<file path="src/rtl/serial_rx_unit.sv">
module serial_rx_unit #(
  parameter int DW  = 8,
  parameter int OSR = 8
) (
  input  logic          clk,
  input  logic          rst_n,
  input  logic          tick,
  input  logic          rx_in,
  input  logic          par_en,
  input  logic          par_odd,
  input  logic          rd_stb,
  output logic [DW-1:0] rd_data,
  output logic          full_flag,
  output logic          irq,
  output logic          par_err,
  output logic          frm_err,
  output logic          ovr_err,
  output logic          fwd_data,
  output logic          fwd_clk
);
  localparam int CW = (OSR > 1) ? $clog2(OSR) : 1;
  localparam int BW = (DW > 1) ? $clog2(DW) : 1;
  localparam logic [CW-1:0] MID  = CW'(OSR / 2 - 1);
  localparam logic [CW-1:0] LAST = CW'(OSR - 1);
  localparam logic [BW-1:0] TOP  = BW'(DW - 1);

  typedef enum logic [2:0] {S_IDLE, S_START, S_DATA, S_PAR, S_STOP} st_t;

  st_t            st;
  logic [CW-1:0]  cnt;
  logic [BW-1:0]  bitn;
  logic [DW-1:0]  shreg, hold;
  logic           full, perr, ferr, oerr, fclk;

  wire [DW-1:0] word   = {rx_in, shreg[DW-1:1]};
  wire          sample = tick && (cnt == LAST);
  wire          land   = (st == S_DATA) && sample && (bitn == TOP);
  wire          exp_p  = (^shreg) ^ par_odd;

  assign rd_data   = hold;
  assign full_flag = full;
  assign irq       = full;
  assign par_err   = perr;
  assign frm_err   = ferr;
  assign ovr_err   = oerr;
  assign fwd_data  = rx_in;
  assign fwd_clk   = fclk;

  always_ff @(posedge clk) begin
    if (!rst_n) begin
      st    <= S_IDLE;
      cnt   <= '0;
      bitn  <= '0;
      shreg <= '0;
      fclk  <= 1'b0;
    end else begin
      if (st == S_IDLE) fclk <= 1'b0;
      else if (tick && cnt == MID) fclk <= 1'b0;
      case (st)
        S_IDLE:
          if (tick && !rx_in) begin
            st  <= S_START;
            cnt <= '0;
          end
        S_START:
          if (tick) begin
            if (cnt == MID) begin
              cnt <= '0;
              st  <= rx_in ? S_IDLE : S_DATA;
              bitn <= '0;
            end else cnt <= cnt + 1'b1;
          end
        S_DATA:
          if (tick) begin
            cnt <= cnt + 1'b1;
            if (sample) begin
              shreg <= word;
              fclk  <= 1'b1;
              bitn  <= bitn + 1'b1;
              if (bitn == TOP) st <= par_en ? S_PAR : S_STOP;
            end
          end
        S_PAR:
          if (tick) begin
            cnt <= cnt + 1'b1;
            if (sample) st <= S_STOP;
          end
        S_STOP:
          if (tick) begin
            cnt <= cnt + 1'b1;
            if (sample) st <= S_IDLE;
          end
        default: st <= S_IDLE;
      endcase
    end
  end

  always_ff @(posedge clk) begin
    if (!rst_n) begin
      hold <= '0;
      full <= 1'b0;
      perr <= 1'b0;
      ferr <= 1'b0;
      oerr <= 1'b0;
    end else begin
      if (rd_stb) begin
        full <= 1'b0;
        perr <= 1'b0;
        ferr <= 1'b0;
        oerr <= 1'b0;
      end
      if (land) begin
        full <= 1'b1;
        if (full && !rd_stb) oerr <= 1'b1;
        else hold <= word;
      end
      if (st == S_PAR && sample && par_en && (rx_in != exp_p)) perr <= 1'b1;
      if (st == S_STOP && sample && !rx_in) ferr <= 1'b1;
    end
  end
endmodule


</file>
<file path="config.mk">
export PLATFORM = sky130hd
export DESIGN_NAME = serial_rx_unit
export DESIGN_NICKNAME = d
export VERILOG_FILES = /design/src/rtl/serial_rx_unit.sv
export SDC_FILE = /design/constraint.sdc
export NUM_CORES = 1
export LEC_CHECK = 0
export BUFFER_PORTS_ARGS = -buffer_cell sky130_fd_sc_hd__buf_2
export CORE_ASPECT_RATIO = 0.6
export CORE_MARGIN = 5
export CORE_UTILIZATION = 50
export DETAILED_ROUTE_END_ITERATION = 8
export PLACE_DENSITY = 0.77
export SYNTH_ARGS = -nofsm -noshare
export SYNTH_HDL_FRONTEND = slang
export SYNTH_SLANG_ARGS = --single-unit
</file>
<file path="constraint.sdc">
create_clock -name clk -period 2.74 [get_ports clk]
set_input_delay 0.137 -clock clk [delete_from_list [all_inputs] [get_ports clk]]
set_output_delay 0.137 -clock clk [all_outputs]
set_load 0.05 [all_outputs]
</file>
==> flow_summary.yaml, run 1 <==
run_status:
  status: "complete, no violations"
worst_hold_path:
  hold_class: "in2reg"
global_routing:
  grt_start_max_net_pins: 22
  grt_pass1_wl_um: 6072
  grt_pass1_vias: 1307
  grt.total_usage: 0.1916
  grt.overflow.total: 0
  grt_antenna_before_repair: 0
die:
  fp.dieW_um: 82.26
  coreArea_um2: 2928
  rows: 15
  initial_core_util: 0.5350
  die_y_um: 53.36
  die-area_um2: 4389
  ios: 22
final_layout:
  n_fill_cell: 280
  drive_above_1_share: 0.1869
  antennaDiodeCount: 0
  mostFrequentLayoutCell: "dfxtp_1"
  layout_common_cells: "dfxtp_1, buf_2, a21oi_1, nand2_1, nor2_1"
  multi_input_area_um2: 873.3
  seq_area_um2: 600.6
  nets: 211
  area_growth_pct: 13.26
critical_path:
  crit_path_top_delay_cell: "nor2_1"
  crit_chain: "nand3b_1 > nor2_1 > a31oi_1 > nor3_1"
  required_ns: 2.95
  worstRegToRegCells: 4
  worstSetupPathDepth: 4
  worstPathMaxFanout: 18
  critPathBufInv: 0
  critPathCapture: "ovr_err"
  critical_path.reg2reg.startpoint: "st[1]"
  max_stage_delay_ns: 0.69
  critPathTopFamily: "simple AND/OR/NAND/NOR gates"
  cp-startpoint: "st[1]"
  rrSetupSlack_ns: 0.61
  criticalPathCategory: "reg2reg"
  end_kind: "register"
  reg2reg_to: "ovr_err"
  cp.arrival_ns: 2.34
  cp-start-kind: "register"
placed_design:
  hpwl_um: 2625
  port_buffers: 21
  place_congestion: 0.8434
route:
  post_drt_wl_per_cell_um: 15.28
  vias: 1347
  first_pass_iters: 4
  routed_wl_um: 3666
  drc: 0
  viasPerCell: 5.613
  dr.first_iter.drc_count: 69
  ant_nets: 0
yosys:
  mappedNetlistArea_um2: 1567
  synth_area_leaders: "dfxtp_1, a21oi_1, ha_1, mux2i_1, nand2_1"
  syn_area_per_cell_um2: 8.655
  synth_nets: 195
  yosysUniqueCellTypes: 42
  seq_area_frac_synth: 0.3834
  synth_cells: 181
  synth_top_area_share: 0.3834
  synth_edf_count: 0
  yosysTopAreaCell: "dfxtp_1"
  ys_seq_elements: 30
  synth-async-reset-ratio: 0
  synth_flop_cell: "dfxtp_1"
  synth_warnings: 0
power_and_ir_drop:
  total_power_uw: 952.9
  power_leakage_nw: 0.7669
  power.density_nw_per_um2: 537.1
  peakVddDrop_uv: 301.9
clock_network:
  clk_path_buf_depth: 2
  cts_resized: 0
  insertion_delay_ns: 0.29
  h-tree-depth: 2
  path_clk_slew_ns: 0.06
  post_cts_buffers: 0
  tritoncts: "built"
  holdBufCountCts: 0
  cts_root_buf: "clkbuf_8"
  cts_made_buffers: 5
  cts.sinks: 30
sta:
  layout_min_cycle_time_ns: 2.128
  finalMaxSlewViolations: 0
  relSlewSlack: 0.4982
  post-route-period-util: 0.7767
  finalHoldViolations: 0
  fin_skew_ns: 0.009698
  tightest_slew_ns: 0.7499
  fmax_ghz: 0.4699
  rsz0062_at_grt: "no"
  final.setup.tns_ns: 0
  setup_viol: 0
job:
  drv_cap: 0
per-stage QoR:
stage | util | area (um^2) | hold WS [ns] | worst slack (ns) | std cells
after floorplan | - | 1567 | 0.2163 | 0.9011 | 181
final | 0.6060 | 1774 | 0.06429 | 0.6118 | 240
after global placement | 0.5688 | 1665 | 0.3308 | 0.7826 | 232
after detailed placement | 0.5688 | 1665 | 0.3595 | 0.6536 | 232
after global routing | 0.6060 | 1774 | 0.04750 | 0.3672 | 240
after CTS | 0.6060 | 1774 | 0.05211 | 0.6563 | 240
kinds of logic (layout without fill, tap and decap cells):
group,after synthesis,after routing,share of synthesized area
adders and majority gates,7,7,0.05591
DFF,30,30,0.3834
and+or+nand+nor,62,62,0.2252
buffers and inverters,20,37,0.05909
muxes,8,8,0.05112
xor gates and xnor gates,8,8,0.05351
AOI/OAI and AO/OA,46,46,0.1717
synth_stat cells, drive strengths merged (2+ instances only):
master and number:
dfxtp 30, a21oi 20, nand2 16, nor2 12
o21ai 11, clkbuf 9, nand2b 9, mux2i 8
ha 7, inv 6, xnor2 6, buf 4
nand3b 4, or3b 4, a31oi 3, nand3 3
nand4b 3, nor2b 2, nor3 2, o211ai 2
o31ai 2, or3 2, or4b 2
state kept, by name, indices dropped and copies added (netlist names), 3 cells and up:
name,cells
shreg,8
st,3
rd_data,8
cnt,3
bitn,3
where the power goes:
part | switching, mW | internal [mW] | leakage, nW | total [mW]
registers | 0.0101 | 0.440 | 0.242 | 0.450
logic | 0.0365 | 0.0285 | 0.467 | 0.0650
clock network | 0.170 | 0.267 | 0.0579 | 0.438
area by class of cell:
| class | instances | area share |
|---|---|---|
| clock buffer | 5 | 0.03879 |
| clock inverter | 3 | 0.02257 |
| inverter | 7 | 0.01481 |
| multi-input combinational | 131 | 0.4922 |
| sequential | 30 | 0.3385 |
| tap | 42 | 0.02962 |
| timing repair buffer | 22 | 0.06347 |
worst register-to-register path, stage by stage, from the launching register on:
cell	delay [ns]
dfxtp_1	0.65
nand3b_1	0.40
nor2_1	0.69
a31oi_1	0.17
nor3_1	0.14
how the worst min path moves through the flow:
stage               startpoint  endpoint  slack (ns)  cells after the start
finish                  rd_stb   ovr_err        0.06                      2
global route            rd_stb   ovr_err        0.05                      2
CTS                     rd_stb   ovr_err        0.05                      2
detailed placement      rd_stb   ovr_err        0.36                      2
global placement        rd_stb   ovr_err        0.33                      2
floorplan               rd_stb   ovr_err        0.22                      1
metal layers:
metal  vias up  global-route usage  wire length (um)
li1        658                   -                 -
met1       624              0.2287              1679
met2        57              0.2899              1608
met3         8             0.07993               307
met4         0              0.1050                71
met5         -                   0                 0
Power figures use the tool's default switching activity.
==> run 2, diff against run 1 <==
--- a/config.mk
+++ b/config.mk
@@ -10,7 +10,7 @@
 export CORE_MARGIN = 5
 export CORE_UTILIZATION = 50
 export DETAILED_ROUTE_END_ITERATION = 8
-export PLACE_DENSITY = 0.77
+export PLACE_DENSITY = 0.8
 export SYNTH_ARGS = -nofsm -noshare
 export SYNTH_HDL_FRONTEND = slang
 export SYNTH_SLANG_ARGS = --single-unit
==> constraint.sdc (replaced) <==
create_clock -name clk -period 1.75 [get_ports clk]
set_input_delay 0.0875 -clock clk [delete_from_list [all_inputs] [get_ports clk]]
set_output_delay 0.0875 -clock clk [all_outputs]
set_load 0.05 [all_outputs]
==> run 2 against run 1 <==
Net effect:
- cell count grew 7.9%
- power grew 48%
- clock power grew 32%
- sequential power grew 57%
- global-route usage grew 1.2 points
- critical path type unchanged
- die area is the same
- via count grew 8.9%
- critical endpoint is now rd_data[0]
==> flow_summary.yaml, run 2 (synthesis results as in run 1) <==
run_status:
  status: "complete, no violations"
power_and_ir_drop:
  power_leakage_nw: 0.8476
  power.density_nw_per_um2: 719.7
  peakVddDrop_uv: 366.4
critical_path:
  required_ns: 1.90
  criticalPathCategory: "reg2reg"
  worstRegToRegCells: 6
  cp.arrival_ns: 1.90
  critPathCapture: "rd_data[0]"
  reg2reg_to: "rd_data[0]"
  rrSetupSlack_ns: 0.005
  cp-startpoint: "cnt[0]"
  worstPathMaxFanout: 8
  end_kind: "register"
  critical_path.reg2reg.startpoint: "cnt[0]"
  cp-start-kind: "register"
route:
  viasPerCell: 5.664
  drc: 0
  dr.first_iter.drc_count: 87
  routed_wl_um: 4214
  first_pass_iters: 5
  vias: 1467
  post_drt_wl_per_cell_um: 16.27
  ant_nets: 0
placed_design:
  post_dp_cell_area_um2: 1789
  hpwl_um: 2929
  dpl.cell_count: 246
  port_buffers: 21
  place_congestion: 0.8354
sta:
  layout_min_cycle_time_ns: 1.745
  post-route-period-util: 0.9969
  tightest_slew_ns: 0.4456
  fin_skew_ns: 0.008161
  finalHoldViolations: 0
  relSlewSlack: 0.7025
  final.setup.tns_ns: 0
  rsz0062_at_grt: "yes"
  finalMaxSlewViolations: 0
  fmax_ghz: 0.5732
  setup_viol: 0
worst_hold_path:
  hold_depth: 2
  hold_class: "in2reg"
global_routing:
  grt_start_max_net_pins: 16
  grt.total_usage: 0.2036
  grt_pass1_wl_um: 6534
  grt_antenna_before_repair: 0
  grt.overflow.total: 0
  grt_pass1_vias: 1425
clock_network:
  h-tree-depth: 2
  cts.sinks: 30
  insertion_delay_ns: 0.28
  clk_path_buf_depth: 2
  cts_made_buffers: 5
  cts_root_buf: "clkbuf_8"
  path_clk_slew_ns: 0.07
  tritoncts: "built"
final_layout:
  layout_common_cells: "dfxtp_1, buf_2, buf_4, a21oi_1, nand2_1"
  fin_cells: 259
  design_area_um2: 1966
  area_growth_pct: 25.48
  nets: 230
  antennaDiodeCount: 0
  mostFrequentLayoutCell: "dfxtp_1"
  drive_above_1_share: 0.2995
  finalCoreUtilization: 0.6714
job:
  drv_cap: 0
die:
  fp.dieW_um: 82.26
  coreArea_um2: 2928
  die-area_um2: 4389
  rows: 15
  ios: 22
  die_y_um: 53.36
  initial_core_util: 0.5350
-- run 2: cell types whose count changed in the layout (fill, tap and decap cells not counted), moves of 2 or more --
| cell | previous run | this run |
|---|---|---|
| buf_4 | 1 | 19 |
| dfxtp_1 | 30 | 25 |
| dfxtp_2 | 0 | 5 |
| ha_1 | 7 | 3 |
| ha_4 | 0 | 3 |
| a21oi_1 | 20 | 18 |
-- run 2: timing repair --
action / CTS / global route
hold endpoints to repair: 1 / 0
resized for setup: 8 / 5
pin swaps: 3 / 5
buffers inserted: 0 / 4
hold buffers: 1 / 0
endpoints found under the setup margin: 11 / 14
-- run 2: per-stage QoR --
stage | worst slack [ns] | hold WS (ns) | total power [mW]
global route | -0.04413 | 0.09552 | 1.468
global placement | -0.03373 | 0.2788 | 0.8294
detailed placement | -0.05792 | 0.2853 | 0.8354
finish | 0.005500 | 0.08900 | 1.415
CTS | 0.0007276 | 0.08488 | 1.411
floorplan | 0.01819 | 0.1668 | 0.7950
-- run 2: layout make-up --
| class | instances | area, um^2 |
|---|---|---|
| clock inverters | 1 | 5.005 |
| flip-flops and latches | 30 | 606.8 |
| multi-input cells | 131 | 930.9 |
| repair buffers | 41 | 257.7 |
| well taps | 42 | 52.55 |
| fillers | 238 | 962.2 |
| clock buffers | 7 | 86.33 |
| inverters | 7 | 26.28 |
-- run 2: worst min path at each step --
stage / start / endpoint / slack, ns
final: rst_n / st[2] / 0.09
after global routing: rst_n / cnt[2] / 0.1
after CTS: rst_n / st[2] / 0.08
after detailed placement: rd_stb / ovr_err / 0.29
after global placement: rd_stb / ovr_err / 0.28
after floorplan: rd_stb / ovr_err / 0.17
-- run 2: worst max-delay path, cell delays in order (launching register included) --
cell      delay, ns
dfxtp_2        0.37
ha_4           0.16
ha_4           0.14
nand2b_4       0.06
or4b_4         0.62
mux2i_1        0.19
nor2_1         0.07
-- run 2: metal layers --
layer  vias up  track usage  wire, um
met1       708       0.2543      1943
met3        10      0.06293       218
met5         -            0         0
li1        698            -         -
met2        51       0.3298      1968
met4         0      0.07182        84
-- run 2: power breakdown --
| part | internal, mW | switching [mW] |
|---|---|---|
| clock network | 0.317 | 0.261 |
| registers | 0.690 | 0.0147 |
| logic | 0.0620 | 0.0702 |
| total | 1.07 | 0.346 |
==> run 3, diff against run 2 <==
--- a/config.mk
+++ b/config.mk
@@ -9,6 +9,7 @@
 export CORE_ASPECT_RATIO = 0.6
 export CORE_MARGIN = 5
 export CORE_UTILIZATION = 50
+export CTS_BUF_LIST = sky130_fd_sc_hd__clkbuf_4 sky130_fd_sc_hd__clkbuf_8
 export DETAILED_ROUTE_END_ITERATION = 8
 export PLACE_DENSITY = 0.8
 export SYNTH_ARGS = -nofsm -noshare
==> run 3 against run 2 <==
Net effect:
- sequential share of layout area fell by 0.059 points
- global-route usage unchanged
- critical path depth stayed put
- clock power up 3%
- cell count stayed put
- register-to-register slack about the same
- power increased by 1.2%
- worst setup slack worse by 0.0033 ns
- non-clock buffer count stayed put
- first-iteration DRC count up 25%
- routed wire length down 0.21%
- critical path type unchanged
==> flow_summary.yaml, run 3 (synthesis results as in run 1) <==
sta:
  fin_skew_ns: 0.007163
  tightest_slew_ns: 0.4513
  finalHoldViolations: 0
  post-route-period-util: 0.9987
  fmax_ghz: 0.5722
  final.setup.tns_ns: 0
  setup_viol: 0
  finalMaxSlewViolations: 0
  relSlewSlack: 0.6987
  rsz0062_at_grt: "yes"
  layout_min_cycle_time_ns: 1.748
clock_network:
  cts_root_buf: "clkbuf_8"
  cts_made_buffers: 5
  cts.sinks: 30
  h-tree-depth: 2
  insertion_delay_ns: 0.28
  tritoncts: "built"
  path_clk_slew_ns: 0.07
  clk_path_buf_depth: 2
power_and_ir_drop:
  peakVddDrop_uv: 366.0
  power_leakage_nw: 0.8511
  power.density_nw_per_um2: 727.2
  total_power_mw: 1.432
die:
  die-area_um2: 4389
  fp.dieW_um: 82.26
  coreArea_um2: 2928
  rows: 15
  die_y_um: 53.36
  ios: 22
  initial_core_util: 0.5350
critical_path:
  worstPathMaxFanout: 8
  cp.arrival_ns: 1.90
  required_ns: 1.90
  cp-start-kind: "register"
  criticalPathCategory: "reg2reg"
  end_kind: "register"
placed_design:
  hpwl_um: 2929
  dpl.cell_count: 246
  post_dp_cell_area_um2: 1789
  port_buffers: 21
  place_congestion: 0.8354
final_layout:
  antennaDiodeCount: 0
  layout_common_cells: "dfxtp_1, buf_2, buf_4, a21oi_1, nand2_1"
  seq_area_um2: 606.8
  n_fill_cell: 240
  nets: 230
  drive_above_1_share: 0.3041
  fin_cells: 259
  multi_input_area_um2: 930.9
  mostFrequentLayoutCell: "dfxtp_1"
  design_area_um2: 1969
  area_growth_pct: 25.72
job:
  drv_cap: 0
route:
  drc: 0
  first_pass_iters: 4
  ant_nets: 0
  viasPerCell: 5.649
  routed_wl_um: 4205
  dr.first_iter.drc_count: 109
  vias: 1463
  post_drt_wl_per_cell_um: 16.24
global_routing:
  grt.total_usage: 0.2036
  grt_antenna_before_repair: 0
  grt_start_max_net_pins: 16
  grt_pass1_wl_um: 6541
  grt_pass1_vias: 1413
  grt.overflow.total: 0
run_status:
  status: "complete, no violations"
worst_hold_path:
  hold_class: "in2reg"
## run 3: path summary, 6_finish.rpt
kind	from	endpoint	slack [ns]	cells after the start
worst max register to register	cnt[0]	rd_data[0]	0.002	6
worst min register to register	par_err	par_err	0.47	2
worst max-delay path	cnt[0]	rd_data[0]	0.002	6
worst min-delay path	rst_n	st[2]	0.09	2
## run 3: power by group
group / internal [mW] / switching, mW
registers: 0.690 / 0.0148
clock network: 0.332 / 0.263
logic: 0.0619 / 0.0699
total: 1.08 / 0.348
## run 3: critical path, stage by stage, from the launching register on
cell and delay (ns):
dfxtp_2 0.37, ha_4 0.16, ha_4 0.14, nand2b_4 0.06, or4b_4 0.62, mux2i_1 0.19
nor2_1 0.08
## run 3: timing repair
action	4_1_cts	5_1_grt
endpoints found under the setup margin	11	14
pin swaps	3	5
resized for setup	8	5
setup buffers	0	4
cloned	0	0
hold buffers	1	0
hold endpoints to repair	1	0
## run 3: layout make-up
class,instances,area share
multi-input combinational,131,0.4727
sequential,30,0.3081
timing repair buffer,41,0.1309
clock buffer,7,0.04574
tap,42,0.02668
inverter,7,0.01334
clock inverter,1,0.002541
## run 3: metal layers
layer  part of all wire  global-route usage  up-vias
met5                  0                   0        -
met4              0.017             0.06354        0
met3              0.054             0.06293        8
met2               0.47              0.3351       47
met1               0.46              0.2533      707
li1                   -                   -      701
## run 3: per-stage QoR
stage | hold slack (ns) | worst slack, ns | utilization
finish | 0.09055 | 0.002221 | 0.6727
global route | 0.09552 | -0.04378 | 0.6727
CTS | 0.08488 | 0.0003677 | 0.6564
detailed placement | 0.2853 | -0.05792 | 0.6111
global placement | 0.2788 | -0.03373 | 0.6111
floorplan | 0.1668 | 0.01819 | -
